--- config.mk ---
export PLATFORM = sky130hd
export DESIGN_NAME = vdac_level_pipe
export DESIGN_NICKNAME = d
export VERILOG_FILES = /design/src/rtl/vdac_pkg.sv /design/src/rtl/vdac_capture.sv /design/src/rtl/vdac_chan_enc.sv /design/src/rtl/vdac_level_pipe.sv
export SDC_FILE = /design/constraint.sdc
export NUM_CORES = 1
export LEC_CHECK = 0
export ABC_AREA = 1
export BUFFER_PORTS_ARGS = -buffer_cell sky130_fd_sc_hd__buf_2
export CORE_MARGIN = 2
export CORE_UTILIZATION = 46
export CTS_BUF_LIST = sky130_fd_sc_hd__clkbuf_16
export DETAILED_ROUTE_END_ITERATION = 6
export HOLD_SLACK_MARGIN = 0.08
export PLACE_DENSITY_LB_ADDON = 0.3
export SYNTH_ARGS = -nofsm -noshare
export SYNTH_HDL_FRONTEND = slang
export SYNTH_HIERARCHICAL = 1
export SYNTH_SLANG_ARGS = --single-unit
--- constraint.sdc ---
create_clock -name clk -period 3.06 [get_ports clk]
set_input_delay 0.765 -clock clk [delete_from_list [all_inputs] [get_ports clk]]
set_output_delay 0.765 -clock clk [all_outputs]
set_load 0.005 [all_outputs]
--- src/rtl/vdac_pkg.sv ---
package vdac_pkg;

    localparam int NUM_CH       = 3;
    localparam int DEF_DATA_W   = 8;
    localparam int DEF_BLACK_PED = 21;
    localparam int DEF_SYNC_PED  = 111;

    typedef enum logic [1:0] {
        CH_RED = 2'd0,
        CH_GRN = 2'd1,
        CH_BLU = 2'd2
    } chan_e;

    typedef struct packed {
        logic sog;
        logic force_white;
        logic sync_n;
        logic blank_n;
    } vid_ctrl_t;

    localparam vid_ctrl_t CTRL_IDLE = '{sog: 1'b0, force_white: 1'b0,
                                        sync_n: 1'b0, blank_n: 1'b0};

    function automatic int max_code(input int dw, input int black, input int sync);
        return (2 ** dw) - 1 + black + sync;
    endfunction

    function automatic int code_width(input int dw, input int black, input int sync);
        return $clog2(max_code(dw, black, sync) + 1);
    endfunction

endpackage

--- src/rtl/vdac_capture.sv ---
module vdac_capture
    import vdac_pkg::*;
#(
    parameter int DATA_W = DEF_DATA_W
) (
    input  logic                           clk,
    input  logic                           rst,
    input  vid_ctrl_t                      ctrl_in,
    input  logic [NUM_CH-1:0][DATA_W-1:0]  data_in,
    output vid_ctrl_t                      ctrl_q,
    output logic [NUM_CH-1:0][DATA_W-1:0]  data_q
);

    always_ff @(posedge clk) begin
        if (rst) begin
            ctrl_q <= CTRL_IDLE;
            data_q <= '0;
        end else begin
            ctrl_q <= ctrl_in;
            data_q <= data_in;
        end
    end

endmodule

--- src/rtl/vdac_chan_enc.sv ---
module vdac_chan_enc
    import vdac_pkg::*;
#(
    parameter int DATA_W     = DEF_DATA_W,
    parameter int BLACK_PED  = DEF_BLACK_PED,
    parameter int SYNC_PED   = DEF_SYNC_PED,
    parameter int CODE_W     = code_width(DATA_W, BLACK_PED, SYNC_PED),
    parameter bit IS_SYNC_CH = 1'b0
) (
    input  logic              clk,
    input  logic              rst,
    input  vid_ctrl_t         ctrl,
    input  logic [DATA_W-1:0] data,
    output logic [CODE_W-1:0] code
);

    localparam logic [CODE_W-1:0] BLACK_C = CODE_W'(BLACK_PED);
    localparam logic [CODE_W-1:0] SYNC_C  = CODE_W'(SYNC_PED);
    localparam int                MAX_C   = max_code(DATA_W, BLACK_PED, SYNC_PED);
    localparam int                WHITE_C = (2 ** DATA_W) - 1 + BLACK_PED;

    logic [DATA_W-1:0] data_sel;
    logic [CODE_W-1:0] video_part;
    logic [CODE_W-1:0] sync_part;
    logic              sync_on;

    // priority: blank over white over data
    always_comb begin
        data_sel = ctrl.force_white ? {DATA_W{1'b1}} : data;
        video_part = ctrl.blank_n ? (CODE_W'(data_sel) + BLACK_C) : '0;
    end

    generate
        if (IS_SYNC_CH) begin : g_sync
            assign sync_on = ctrl.sog & ctrl.sync_n;
        end else begin : g_nosync
            assign sync_on = 1'b0;
        end
    endgenerate

    assign sync_part = sync_on ? SYNC_C : '0;
    assign code      = video_part + sync_part;

    assert_code_range_R9: assert property (@(posedge clk) disable iff (rst)
        int'(code) <= MAX_C);

    assert_flat_range_R8: assert property (@(posedge clk) disable iff (rst)
        (!ctrl.sog && ctrl.blank_n) |-> (int'(code) >= BLACK_PED && int'(code) <= WHITE_C));

endmodule

--- src/rtl/vdac_level_pipe.sv ---
module vdac_level_pipe
    import vdac_pkg::*;
#(
    parameter int DATA_W    = DEF_DATA_W,
    parameter int BLACK_PED = DEF_BLACK_PED,
    parameter int SYNC_PED  = DEF_SYNC_PED,
    parameter int CODE_W    = code_width(DATA_W, BLACK_PED, SYNC_PED)
) (
    input  logic              clk,
    input  logic              rst,
    input  logic              sync_on_green,
    input  logic              force_white,
    input  logic              sync_n,
    input  logic              blank_n,
    input  logic [DATA_W-1:0] red_in,
    input  logic [DATA_W-1:0] grn_in,
    input  logic [DATA_W-1:0] blu_in,
    output logic [CODE_W-1:0] red_code,
    output logic [CODE_W-1:0] grn_code,
    output logic [CODE_W-1:0] blu_code
);

    localparam int WHITE_C = (2 ** DATA_W) - 1 + BLACK_PED;

    vid_ctrl_t                     ctrl_in;
    vid_ctrl_t                     ctrl_q;
    logic [NUM_CH-1:0][DATA_W-1:0] data_in;
    logic [NUM_CH-1:0][DATA_W-1:0] data_q;
    logic [NUM_CH-1:0][CODE_W-1:0] codes;

    always_comb begin
        ctrl_in.sog         = sync_on_green;
        ctrl_in.force_white = force_white;
        ctrl_in.sync_n      = sync_n;
        ctrl_in.blank_n     = blank_n;
        data_in[CH_RED]     = red_in;
        data_in[CH_GRN]     = grn_in;
        data_in[CH_BLU]     = blu_in;
    end

    vdac_capture #(.DATA_W(DATA_W)) u_capture (
        .clk     (clk),
        .rst     (rst),
        .ctrl_in (ctrl_in),
        .data_in (data_in),
        .ctrl_q  (ctrl_q),
        .data_q  (data_q)
    );

    for (genvar ch = 0; ch < NUM_CH; ch++) begin : g_chan
        vdac_chan_enc #(
            .DATA_W     (DATA_W),
            .BLACK_PED  (BLACK_PED),
            .SYNC_PED   (SYNC_PED),
            .CODE_W     (CODE_W),
            .IS_SYNC_CH (ch == int'(CH_GRN))
        ) u_enc (
            .clk  (clk),
            .rst  (rst),
            .ctrl (ctrl_q),
            .data (data_q[ch]),
            .code (codes[ch])
        );
    end

    assign red_code = codes[CH_RED];
    assign grn_code = codes[CH_GRN];
    assign blu_code = codes[CH_BLU];

    assert_reset_zero_R2: assert property (@(posedge clk)
        $past(rst) |-> (red_code == '0 && grn_code == '0 && blu_code == '0));

    assert_blank_rb_R3: assert property (@(posedge clk) disable iff (rst)
        $past(!blank_n && !rst) |-> (red_code == '0 && blu_code == '0));

    assert_blank_green_R4: assert property (@(posedge clk) disable iff (rst)
        $past(!blank_n && !rst) |->
            (grn_code == ($past(sync_n && sync_on_green) ? CODE_W'(SYNC_PED) : '0)));

    assert_white_R5: assert property (@(posedge clk) disable iff (rst)
        $past(blank_n && force_white && !rst) |->
            (int'(red_code) == WHITE_C && int'(blu_code) == WHITE_C));

    assert_red_data_R6: assert property (@(posedge clk) disable iff (rst)
        $past(blank_n && !force_white && !rst) |->
            (int'(red_code) == int'($past(red_in)) + BLACK_PED));

endmodule

### Word-level counts from Yosys, hierarchy flattened

Cells that the tools add are included.

| storage, ports and cells | value |
|---|---|
| input port bits | 30 |
| word-level logic and storage cells | 19 |
| register bits | 28 |

| operators by class | value |
|---|---|
| bitwise operators | 1 |
| $add $sub $neg | 4 |
| multiplexer cells | 7 |

Operator list:

| kind | count |
|---|---|
| adder 8 x 5 -> 9 bit, second input constant | 3 |
| two-way mux 9 bit | 3 |
| two-way mux 8 bit | 3 |
| adder 9 bit | 1 |
| two-way mux 7 bit | 1 |
| bitwise AND 1 bit | 1 |

### Depth between registers and ports, before layout

| depth | value |
|---|---|
| depth after elaboration | 4 |
| gate-level depth with buffers | 16 |
| mapped depth without buffers | 15 |

### Modules after synthesis

The synthesis kept the hierarchy.

By module, submodules not included:

| module | cells an instance | area an instance (sq um) | instances | sequential area each (sq um) |
|---|---|---|---|---|
| vdac_capture | 87 | 807.0 | 1 | 560.5 |
| vdac_chan_enc (g_chan[1].u_enc) | 100 | 575.6 | 1 | 0.0 |
| vdac_chan_enc (g_chan[0].u_enc ...) | 47 | 239.0 | 2 | 0.0 |

### Worst setup path after synthesis

Ideal clock, no wire load.

| timing | value |
|---|---|
| kind | register to output |
| start point | register u_capture/ctrl_q[2] (netlist name) |
| end point | output port grn_code[8] |
| arrival | 2.232 ns |
| cell stages (with the launch flop) | 17 |
| data required time | 2.295 ns |
| slack | 0.063 ns |
| buffers on the path | 1 |
| path through | dfxtp_1 -> buf_6 -> or2_2 -> ha_1 -> inv_1 -> nand2_2 -> nand2_2 -> nand2_1 -> nand2_1 -> o21ai_0 -> a21oi_1 -> ha_1 -> a21oi_1 -> nand2_1 -> nand2_1 -> nand2_1 -> nand2_1 |

| between the ends | value |
|---|---|
| word-level cells in the longest chain between the ends | 4 |

Ends and longest elaborated chain:

| item | RTL line | RTL |
|---|---|---|
| two-way mux 8 bit | vdac_chan_enc.sv:29 | `data_sel = ctrl.force_white ? {DATA_W{1'b1}} : data;` |
| adder 8 x 5 -> 9 bit | vdac_chan_enc.sv:30 | `video_part = ctrl.blank_n ? (CODE_W'(data_sel) + BLACK_C) : '0;` |
| two-way mux 9 bit | vdac_chan_enc.sv:30 |  |
| adder 9 bit | vdac_chan_enc.sv:42 | `assign code = video_part + sync_part;` |
| end, declared | vdac_level_pipe.sv:19 | `output logic [CODE_W-1:0] grn_code,` |

Every way passes these cells.

### Worst setup path in the final report

| timing | value |
|---|---|
| start point | register u_capture/ctrl_q[2] (netlist name) |
| end point | output port grn_code[6] |

| between the ends | value |
|---|---|
| word-level cells in the longest chain between the ends | 4 |

Ends and longest elaborated chain:

| item | RTL line |
|---|---|
| two-way mux 8 bit | vdac_chan_enc.sv:29 |
| adder 8 x 5 -> 9 bit | vdac_chan_enc.sv:30 |
| two-way mux 9 bit | vdac_chan_enc.sv:30 |
| adder 9 bit | vdac_chan_enc.sv:42 |

Every way passes these cells.

==> results_dict.tcl <==
set metrics [dict create \
    vias 1801 \
    die_area_um2 4570 \
    syn_avg_cell_area_um2 6.62 \
    path_class "register to output pin" \
    place_hpwl_um 2770 \
    violations "setup timing" \
    drive_gt1_share_pct 34.5 \
    synth_top_area_cell "dfxtp_1" \
    outcome "complete, but fails checks" \
    ir_drop_uv 286 \
    layout_setup_ws_ps -74.2 \
    crit_path_top_delay_cell "fa_2" \
    antenna_found_initial 0 \
    worst_slew_pin_slew_ps 482 \
    area_delta_synth_final_pct 29.9 \
    max_freq_mhz 319 \
    htreeDepth 1 \
    first_iter_violations 46 \
    yosys_warnings 6 \
    worst_ep_required_time_ps 2290 \
    start_util_pct 47.2 \
    utilization_pct 61.3 \
    dr.pass1.iters 4 \
    mostFrequentLayoutCells "buf_2, nor2_1, inv_1, nand2_1, dfxtp_1" \
    arrival_ps 2370 \
    grt_overflow 0 \
    syn-num-nets 321 \
    drv_slew 0 \
    synth-simple-area-share_pct 38.5 \
    synth.area.top_cells "dfxtp_1, nor2_1, inv_1" \
    p_leak_nw 1.38 \
    cts_root_buf "clkbuf_16" \
    cp_cell_sequence "or2_4, ha_4, nand2_1, fa_2, nor2_2, nor2_2, buf_4, nor3_4, nor2_1, nand2_1, nand2_1, buf_2" \
    antenna_left 0 \
    fin_crit_ps 3130 \
    grt_util_all_layers_pct 16.9 \
    synthesis.area_um2 1860 \
    ys_types 26 \
    hp-class "input port to register" \
    grt_pass1_vias 1584 \
    synth_seq_area_share_pct 30.1 \
    finalCritPeriodShare_pct 102 \
    grt_pass1_wl_um 6040 \
    tns_ps -156 \
    synth_adder_area_share_pct 7.13 \
    final_common_cell "buf_2" \
    routed_via_density 4.49 \
    num_io_pins 57 \
    dpl_cell_area_um2 2170 \
    grt_start_max_net_pins 29 \
    synth-seq-cells 28 \
    critPathTopFamily "simple AND/OR/NAND/NOR gates" \
    power_density_nw_per_um2 376 \
    cpPeakStageDelay_ps 380 \
    port_buffers 56 \
    num_rows 23 \
    dp.cells 385 \
    synthXorXnorAreaFrac_pct 1.88 \
    path_buf_inv 2 \
    path_clk_slew_ps 60 \
    final_area_um2 2420 \
    max-clock-path-buffers 2 \
    cp_common_cell "nand2_1" \
    chipHeight_um 67.6 \
    antennaDiodeCount 0 \
    hold_viol 0 \
    synthMuxAreaShare_pct 0 \
    routed_wl_um 3820 \
    worstPathMaxFanout 4 \
    worst_setup_path_start_kind "register" \
    slew_headroom_pct 67.9 \
    synth_cells 281 \
    cts_made_buffers 3 \
    final_cells 401 \
    drcViolationCount 0 \
    die_x_um 67.6 \
    routedWlPerCell_um 9.51 \
    cts_tree "yes" \
    synth_top_family_by_area "simple AND/OR/NAND/NOR gates" \
    rsz0062_at_grt "true" \
    maxCapViolCount 0 \
    core_um2 3940 \
    cts_hold_buf 0 \
    synth-compound-area-share_pct 7.60 \
    cts_sinks 28 \
    setup_viol 3 \
    nNetsFinal 392 \
    yosys.area.top_type_share_pct 30.1 \
    cp-end-kind "output pin" \
    fin_total_pwr_w 0.000909 \
    place_congestion 0.807 \
]
## per-layer routing
metal	routed length, um	up-vias	global-route usage [%]
met5	0	-	0
met4	34	0	4.85
met3	173	4	2.50
met2	1900	44	31.3
met1	1700	761	19.9
li1	-	992	-
## logic make-up after synthesis
logic type               count (synthesis)
AND/OR/NAND/NOR                        151
buffers and inverters                   61
flip-flops                              28
AO/OA/AOI/OAI                           27
adder cells (fa/ha/maj)                 10
XOR/XNOR                                 4
## what timing repair did
action	in CTS	in global routing
resized for setup	15	10
endpoints found under the setup margin	5	5
pin swaps	13	6
buffers inserted	8	4
## flip-flops by register name, indices dropped and copies added (netlist names)
signal,count
u_capture/data_q,24
u_capture/ctrl_q,4
## final cells by class
| class | instances | area [um2] |
|---|---|---|
| repair buffers | 72 | 413 |
| clock buffers | 3 | 75.1 |
| multi-input cells | 192 | 1090 |
| fillers | 355 | 1530 |
| inverters | 55 | 206 |
| well taps | 50 | 62.6 |
| clock inverters | 1 | 3.75 |
| flip-flops and latches | 28 | 564 |
## per-stage QoR
step                      hold slack, ps  setup slack, ps
after detailed placement             971             24.5
after global placement               964              104
after floorplan                      872             62.9
final                                707            -74.2
after global routing                 711             -212
after CTS                            706            -31.0
## worst paths after layout
check	start	to	slack, ps	cells past startpoint
setup / recovery	u_capture/ctrl_q[2]$_SDFF_PP0_	grn_code[6]	-70	12
hold / removal	red_in[7]	u_capture/data_q[7]$_SDFF_PP0_	710	3
## worst min-delay path, stage by stage
cell    delay, ps
buf_2          70
inv_1          30
nor2_1         60
## synthesized netlist by cell type, drive strengths merged
library cell	count
dfxtp	28
buf	6
fa	1
or2	10
xor2	3
o21ai	12
xnor2	1
inv	53
nand2	54
nor2	65
nor3	6
nand4	2
ha	9
a21oi	14
nand3	14
clkinv	2
o21bai	1
## where the power goes
| group | total, W | leakage [nW] | switching [W] | internal [W] |
|---|---|---|---|---|
| Combinational | 0.000229 | 1.11 | 0.000125 | 0.000105 |
| Sequential | 0.000395 | 0.234 | 0.0000111 | 0.000384 |
| Clock | 0.000284 | 0.0385 | 0.000110 | 0.000175 |
| Total | 0.000909 | 1.38 | 0.000245 | 0.000663 |
Power figures use the tool's default switching activity.
